$ cat src/rtl/strap_pkg.sv
package strap_pkg;

    localparam int MISC_W  = 4;
    localparam int IDX_BUS = 0;
    localparam int IDX_PWR = 1;
    localparam int IDX_GNG = 2;
    localparam int IDX_ACH = 3;

    typedef struct packed {
        logic       i2c_mode;
        logic [1:0] smb_addr;
        logic       pwr_sw_en;
        logic       ganged;
        logic       auto_chg_en;
    } cfg_t;

    function automatic cfg_t decode_straps(input logic [MISC_W-1:0] p);
        cfg_t c;
        c.i2c_mode    = p[IDX_BUS];
        c.smb_addr    = p[IDX_BUS] ? 2'b00 : {p[IDX_GNG], p[IDX_PWR]};
        c.pwr_sw_en   = ~p[IDX_PWR];
        c.ganged      = p[IDX_GNG];
        c.auto_chg_en = ~p[IDX_ACH];
        return c;
    endfunction

endpackage

$ cat src/rtl/strap_capture.sv
module strap_capture
    import strap_pkg::*;
#(
    parameter int NUM_PORTS = 4
) (
    input  logic                 clk,
    input  logic                 rst_n,
    input  logic [MISC_W-1:0]    misc_pin_i,
    input  logic [NUM_PORTS-1:0] port_pin_i,
    output cfg_t                 cfg_o,
    output logic [NUM_PORTS-1:0] batt_o
);

    typedef struct packed {
        cfg_t                 cfg;
        logic [NUM_PORTS-1:0] batt;
    } cap_t;

    cap_t cap_d, cap_q;

    always_comb begin
        cap_d = cap_q;
        if (!rst_n) begin
            cap_d.cfg  = decode_straps(misc_pin_i);
            cap_d.batt = port_pin_i;
        end
    end

    always_ff @(posedge clk) begin
        cap_q <= cap_d;
    end

    assign cfg_o  = cap_q.cfg;
    assign batt_o = cap_q.batt;

    // frozen once reset has been released
    assert_hold_R2: assert property (@(posedge clk) disable iff (!rst_n)
        $past(rst_n) |-> $stable(cap_q))
        else $error("strap bits changed after reset release");

    // an edge seen in reset loads the port straps
    assert_load_R1: assert property (@(posedge clk)
        !rst_n |=> (batt_o == $past(port_pin_i)))
        else $error("port straps not loaded in reset");

endmodule

$ cat src/rtl/status_drive.sv
module status_drive
    import strap_pkg::*;
(
    input  logic              clk,
    input  logic              rst_n,
    input  logic              stat_en,
    input  logic [MISC_W-1:0] status_i,
    output logic [MISC_W-1:0] pin_o,
    output logic [MISC_W-1:0] pin_oe
);

    typedef struct packed {
        logic [MISC_W-1:0] o;
        logic [MISC_W-1:0] oe;
    } drv_t;

    drv_t drv_d, drv_q;

    always_comb begin
        drv_d = '0;
        if (rst_n) begin
            for (int i = 0; i < MISC_W; i++) begin
                drv_d.oe[i] = stat_en;
                drv_d.o[i]  = stat_en & status_i[i];
            end
        end
    end

    always_ff @(posedge clk) begin
        drv_q <= drv_d;
    end

    assign pin_o  = drv_q.o;
    assign pin_oe = drv_q.oe;

    // drivers off after any edge in reset
    assert_quiet_in_reset_R8: assert property (@(posedge clk)
        !rst_n |=> (pin_oe == '0 && pin_o == '0))
        else $error("pins driven during reset");

    // drivers off while the enable is clear
    assert_off_when_clear_R9: assert property (@(posedge clk) disable iff (!rst_n)
        ($past(rst_n) && !$past(stat_en)) |-> (pin_oe == '0 && pin_o == '0))
        else $error("pins driven with enable clear");

    // status copied with one cycle of latency
    assert_status_follow_R10: assert property (@(posedge clk) disable iff (!rst_n)
        ($past(rst_n) && $past(stat_en)) |-> (pin_oe == '1 && pin_o == $past(status_i)))
        else $error("status output mismatch");

endmodule

$ cat src/rtl/strap_status_mux.sv
module strap_status_mux
    import strap_pkg::*;
#(
    parameter int NUM_PORTS = 4
) (
    input  logic                 clk,
    input  logic                 rst_n,
    input  logic                 stat_out_en,
    input  logic                 up_ss_susp,
    input  logic                 up_ss_conn,
    input  logic                 up_hs_conn,
    input  logic                 up_hs_susp,
    input  logic [MISC_W-1:0]    misc_pin_i,
    input  logic [NUM_PORTS-1:0] port_pin_i,
    output logic [MISC_W-1:0]    misc_pin_o,
    output logic [MISC_W-1:0]    misc_pin_oe,
    output logic                 cfg_i2c_mode,
    output logic [1:0]           cfg_smb_addr,
    output logic                 cfg_pwr_sw_en,
    output logic                 cfg_ganged,
    output logic                 cfg_auto_chg_en,
    output logic [NUM_PORTS-1:0] cfg_batt_sup
);

    cfg_t              cfg;
    logic [MISC_W-1:0] status_vec;

    // status order follows the pin each one shares
    always_comb begin
        status_vec          = '0;
        status_vec[IDX_BUS] = up_ss_susp;
        status_vec[IDX_PWR] = up_ss_conn;
        status_vec[IDX_GNG] = up_hs_conn;
        status_vec[IDX_ACH] = up_hs_susp;
    end

    strap_capture #(.NUM_PORTS(NUM_PORTS)) u_capture (
        .clk        (clk),
        .rst_n      (rst_n),
        .misc_pin_i (misc_pin_i),
        .port_pin_i (port_pin_i),
        .cfg_o      (cfg),
        .batt_o     (cfg_batt_sup)
    );

    status_drive u_drive (
        .clk      (clk),
        .rst_n    (rst_n),
        .stat_en  (stat_out_en),
        .status_i (status_vec),
        .pin_o    (misc_pin_o),
        .pin_oe   (misc_pin_oe)
    );

    assign cfg_i2c_mode    = cfg.i2c_mode;
    assign cfg_smb_addr    = cfg.smb_addr;
    assign cfg_pwr_sw_en   = cfg.pwr_sw_en;
    assign cfg_ganged      = cfg.ganged;
    assign cfg_auto_chg_en = cfg.auto_chg_en;

    // no address bits leak in I2C mode
    assert_addr_quiet_R4: assert property (@(posedge clk) disable iff (!rst_n)
        cfg_i2c_mode |-> (cfg_smb_addr == 2'b00))
        else $error("address bits set in I2C mode");

    // enables switch as a group
    assert_oe_group_R10: assert property (@(posedge clk) disable iff (!rst_n)
        (misc_pin_oe == '0) || (misc_pin_oe == '1))
        else $error("partial output enable");

endmodule

$ cat config.mk
export PLATFORM = sky130hd
export DESIGN_NAME = strap_status_mux
export DESIGN_NICKNAME = d
export VERILOG_FILES = /design/src/rtl/strap_pkg.sv /design/src/rtl/strap_capture.sv /design/src/rtl/status_drive.sv /design/src/rtl/strap_status_mux.sv
export SDC_FILE = /design/constraint.sdc
export NUM_CORES = 1
export LEC_CHECK = 0
export CORE_MARGIN = 2
export CORE_UTILIZATION = 32
export CTS_CLUSTER_SIZE = 24
export DETAILED_ROUTE_END_ITERATION = 10
export GPL_ROUTABILITY_DRIVEN = 0
export PLACE_DENSITY = 0.74
export SYNTH_ARGS = -nofsm -noshare
export SYNTH_HDL_FRONTEND = slang
export SYNTH_SLANG_ARGS = --single-unit
$ cat constraint.sdc
create_clock -name clk -period 1.07 [get_ports clk]
set_clock_uncertainty 0.2 [all_clocks]
set_input_delay 0.107 -clock clk [delete_from_list [all_inputs] [get_ports clk]]
set_output_delay 0.107 -clock clk [all_outputs]
set_load 0.01 [all_outputs]
## Word level (Yosys, flattened, before mapping)

Index checks and enable logic that the tools add are counted.

- Output and inout bits: 18
- Word-level logic and storage cells: 14
- Input port bits: 15
- Bits in registers: 15

- Bitwise gates (word level): 6

Operators with widths:

| cell | count |
|---|---|
| $and 1x1->1 | 4 |
| $not 1->1 | 2 |

## Logic depth before layout (Yosys ltp)

Gate-level depths: netlist of run 1.

- Word-level depth: 1
- Mapped depth: 1
- Mapped depth without buffers: 1

## By module

A second synthesis of run 1 with hierarchy kept.

- Cells, all modules: 28
- Area, all modules: 481.7 um^2

Modules (own cells, without submodules):

| module | cells an instance | area each (um^2) | times used |
|---|---|---|---|
| strap_capture | 15 | 326.6 | 1 |
| status_drive | 13 | 155.1 | 1 |

## Worst setup path after synthesis of run 1

Ideal clock, no wire load.

- Path type: in2reg
- From: input rst_n
- To: register u_capture.cap_q, in the netlist u_capture.batt_o[0] (enable)
- Slack: 0.221 ns
- Library setup time: 0.334 ns
- Arrival time: 0.314 ns
- Cell stages on the path: 1
- Buffers on the path: 0
- Required time: 0.536 ns
- Cells stage by stage: inv_1

RTL lines:

| what | line | source |
|---|---|---|
| start: declaration | strap_status_mux.sv:7 | `input logic rst_n,` |
| end signal: assignment | strap_capture.sv:30 | `cap_q <= cap_d;` |
| end: declaration | strap_capture.sv:19 | `cap_t cap_d, cap_q;` |

No word-level cell between the ends.

## Worst setup path in the final report of run 1

- From: register u_capture.cap_q, in the netlist u_capture.cfg_o[3]
- To: output cfg_smb_addr[0]

RTL lines:

| what | line | source |
|---|---|---|
| end: declaration | strap_status_mux.sv:18 | `output logic [1:0] cfg_smb_addr,` |

No word-level cell between the ends.

==> results of run 1 <==
[routing by layer]
| layer | wire (um) | part of all wire [%] |
|---|---|---|
| met1 | 327 | 35 |
| met4 | 13 | 1.4 |
| met3 | 137 | 15 |
| met5 | 0 | 0 |
| met2 | 445 | 48 |
[repair_timing]
action / 4_1_cts / 5_1_grt
hold buffers: 0 / 0
resized for setup: 78 / 0
endpoints found under the setup margin: 18 / 14
[stage by stage]
| step | setup slack, ns | TNS [ns] | utilization (%) | instance area, um2 |
|---|---|---|---|---|
| 2_1_floorplan | 0.221 | 0 | - | 479 |
| 3_3_place_gp | -0.177 | -3.58 | 61.0 | 823 |
| 6_report | -0.0600 | -0.199 | 58.5 | 790 |
| 3_5_place_dp | -0.182 | -3.93 | 61.0 | 823 |
| 4_1_cts | -0.0828 | -0.404 | 58.5 | 790 |
| 5_1_grt | -0.116 | -0.723 | 58.5 | 790 |
[flip-flops by register name, indices dropped and copies added, names as in the netlist]
register / cells
u_drive.pin_o: 4
u_capture.batt_o: 4
u_capture.cfg_o: 6
u_drive.pin_oe: 1
[path summary, 6_finish.rpt]
check	slack [ns]	to	start	depth (start not counted)
worst max-delay path	-0.06	cfg_smb_addr[0]	u_capture.cfg_o[3]	1
worst min-delay path	0.18	u_capture.cfg_o[0]	misc_pin_i[3]	2
[logic make-up (layout without fill, tap and decap cells)]
logic type | Yosys count | after routing | synth area share, %
AND/OR/NAND/NOR | 7 | 7 | 9.40
flip-flops | 15 | 15 | 83.6
buffers and inverters | 6 | 41 | 7.05
[layout make-up]
| type | count | area, um2 | area share (%) |
|---|---|---|---|
| Clock inverter | 1 | 5.00 | 0.634 |
| Sequential cell | 15 | 404 | 51.2 |
| Timing Repair Buffer | 34 | 283 | 35.8 |
| Clock buffer | 3 | 22.5 | 2.85 |
| Tap cell | 15 | 18.8 | 2.38 |
| Inverter | 3 | 11.3 | 1.43 |
| Multi-Input combinational cell | 7 | 45.0 | 5.71 |
[placed cells by master (no fill, tap or decap), types with 2 or more instances in the layout]
cell type	n
sky130_fd_sc_hd__and3_1	4
sky130_fd_sc_hd__buf_2	14
sky130_fd_sc_hd__buf_6	4
sky130_fd_sc_hd__clkbuf_4	3
sky130_fd_sc_hd__clkdlybuf4s50_1	14
sky130_fd_sc_hd__dfxtp_1	4
sky130_fd_sc_hd__edfxtp_1	10
sky130_fd_sc_hd__inv_1	3
sky130_fd_sc_hd__nor2b_1	2
[cell usage after synthesis, drive strengths merged]
| cell | count | share of area (%) |
|---|---|---|
| inv | 3 | 2.3 |
| and3 | 4 | 5.2 |
| nor2b | 2 | 2.6 |
| edfxtp | 10 | 63 |
| buf | 3 | 4.7 |
| dfxtp | 5 | 21 |
| and2 | 1 | 1.6 |
[where the power goes]
part / leakage, nW / internal, mW / total (mW) / switching [mW]
logic: 0.200 / 0.0976 / 0.158 / 0.0607
clock network: 0.0177 / 0.138 / 0.305 / 0.167
registers: 0.139 / 0.658 / 0.669 / 0.0116
==> results by stage, run 1 <==
Outcome:
- The run finished, with violations left.
- The checks that failed: setup timing.

Power:
- The maximum VDD drop is around 0.00075 V.
- The analysis attributes to cell leakage a power of 0.357 nW.
- The design draws between 1 and 1.5 mW.
- The total power per unit cell area is around 1400 nW/um2.

Route:
- The post-detailed-route wirelength per cell is approximately 12 um.
- After detailed routing, the number of remaining DRC violations is 0.
- The final layout contains routed wiring with a total length of 924 um.
- The first routing iteration left 3 violations.
- The total via count after detailed routing is 334.
- Using the TritonRoute via totals, the vias-per-cell ratio works out to 4.28.
- Once detail routing completed, the nets flagged for antenna violations numbered 0.
- The pre-antenna-repair detailed-routing pass consisted of 2 iterations.

Die:
- The count of boundary I/O pins is 33.
- The die span in y is about 43 um.
- The standard-cell row count is 13.
- The die area is 1820 um2.
- The area inside the core boundary is 1350 um2.
- The starting utilization of the core area is 35.5%.
- The floorplan step set the die width to around 43 um.

GRT:
- The met3 track utilization from global routing is under 10%.
- Entering global routing, the biggest net connects 11 pins.
- Global routing used 19.4% of the available met2 tracks.
- The global-route congestion overflow total is 0.
- The number of global-route vias before repair was 340.
- The first global-routing pass estimated between 1.5 and 2 mm of wire.
- The fraction of met1 tracks used by global routing is 13.2%.
- In this run the most used layer during global routing was met2.
- The number of antenna violations at the first check in global routing came to 0.
- Across every metal layer, demand over resource in global routing totals about an eighth.

Logic synthesis:
- The sequential share of the synthesized area is between 80% and 90%.
- Dividing the synthesized area by the synthesized cell count gives about 17 um2.
- The cell area after synthesis is between 400 and 500 um2.
- During synthesis, Yosys emitted a total of 0 warnings.
- The number of instances in the synthesized netlist is 28.
- After synthesis the netlist holds a flip-flop and latch count of 15.
- The number of different library cells used by synthesis comes to 7.
- The number of nets in the synthesized netlist is between 40 and 50.

Job:
- Across the run, the number of max-cap violations was 0.

Timing:
- Timing would allow up to 885 MHz.
- Setup repair after global routing could not meet its margin everywhere.
- On the final layout, the worst hold slack is around 0.18 ns.
- The remaining max-slew budget at the tightest pin is a little over 90%.
- The number of slew-limit violations in the final report is 0.
- After layout, the worst setup slack is -0.0600 ns.
- The worst path uses 106% of the clock period.
- The count of final hold-check violations is 0.
- Setup violations remaining at the end of the flow were counted as 14.
- For the pin with the worst max-slew slack, the measured transition is roughly 0.13 ns.
- The clock period minus worst slack is approximately 1.1 ns.

Worst setup path:
- The signal on the critical path passes through buf_2.
- On the critical path the largest part of the delay comes from flip-flops.
- Counting both buffers and inverters, the worst setup path holds a total of 1.
- The delay of the slowest cell on the worst path is 0.39 ns.
- The largest individual stage delay along the critical path comes from the cell sky130_fd_sc_hd__edfxtp_1.
- The category of the worst setup path launch point is a register.
- The worst setup path is of the reg2out kind.
- The data arrival time of the critical path is 0.82 ns.
- The element type at the critical path end is a primary output.
- STA puts the critical path data required time at 0.76 ns.
- In this run the worst path has a maximum fanout of 1.

Final layout:
- 0 antenna diodes ended up in the layout.
- The growth of design area from synthesis to finish is 64.8%.
- The number of standard cells in the layout, taps in and fillers out is between 70 and 80.
- The ratio of cells with drive above 1 in the final layout is 41.3%.
- At the end of the flow, the number of nets in the layout was 79.
- After filler insertion, the fill cell instance count of the layout stands at 119.

Clock tree:
- The number of post-CTS setup repair buffers is 0.
- TritonCTS built the clock tree.
- The root buffer cell chosen for the clock tree is sky130_fd_sc_hd__clkbuf_4.
- In this run, CTS created clock tree buffers numbering 3.
- The clock transition at the registers of the reported paths is roughly 0.090 ns.
- The clock sink count is 15.
- In this run the number of H-tree levels came out at 1.
- The maximum clock path buffer count is 2.

Place:
- The number of placed instances, taps included, is 74.
- The sum of net half-perimeters after detailed placement is ~740 um.
- In this run the tool buffered the top-level ports with 32 buffer cells.

Hold path:
- The tightest min-delay check is of the in2reg type.
No activity file was read; power rests on OpenSTA's default activity.
==> run 2, diff against run 1 <==
--- a/config.mk
+++ b/config.mk
@@ -11,6 +11,7 @@
 export DETAILED_ROUTE_END_ITERATION = 10
 export GPL_ROUTABILITY_DRIVEN = 0
 export PLACE_DENSITY = 0.74
+export SKIP_LAST_GASP = 1
 export SYNTH_ARGS = -nofsm -noshare
 export SYNTH_HDL_FRONTEND = slang
 export SYNTH_SLANG_ARGS = --single-unit
==> results of run 2 <==
Same layout as run 1: the final DEF is identical, and so are final timing and power.
Main changes from that run: number of gates resized after CTS 78 -> 77
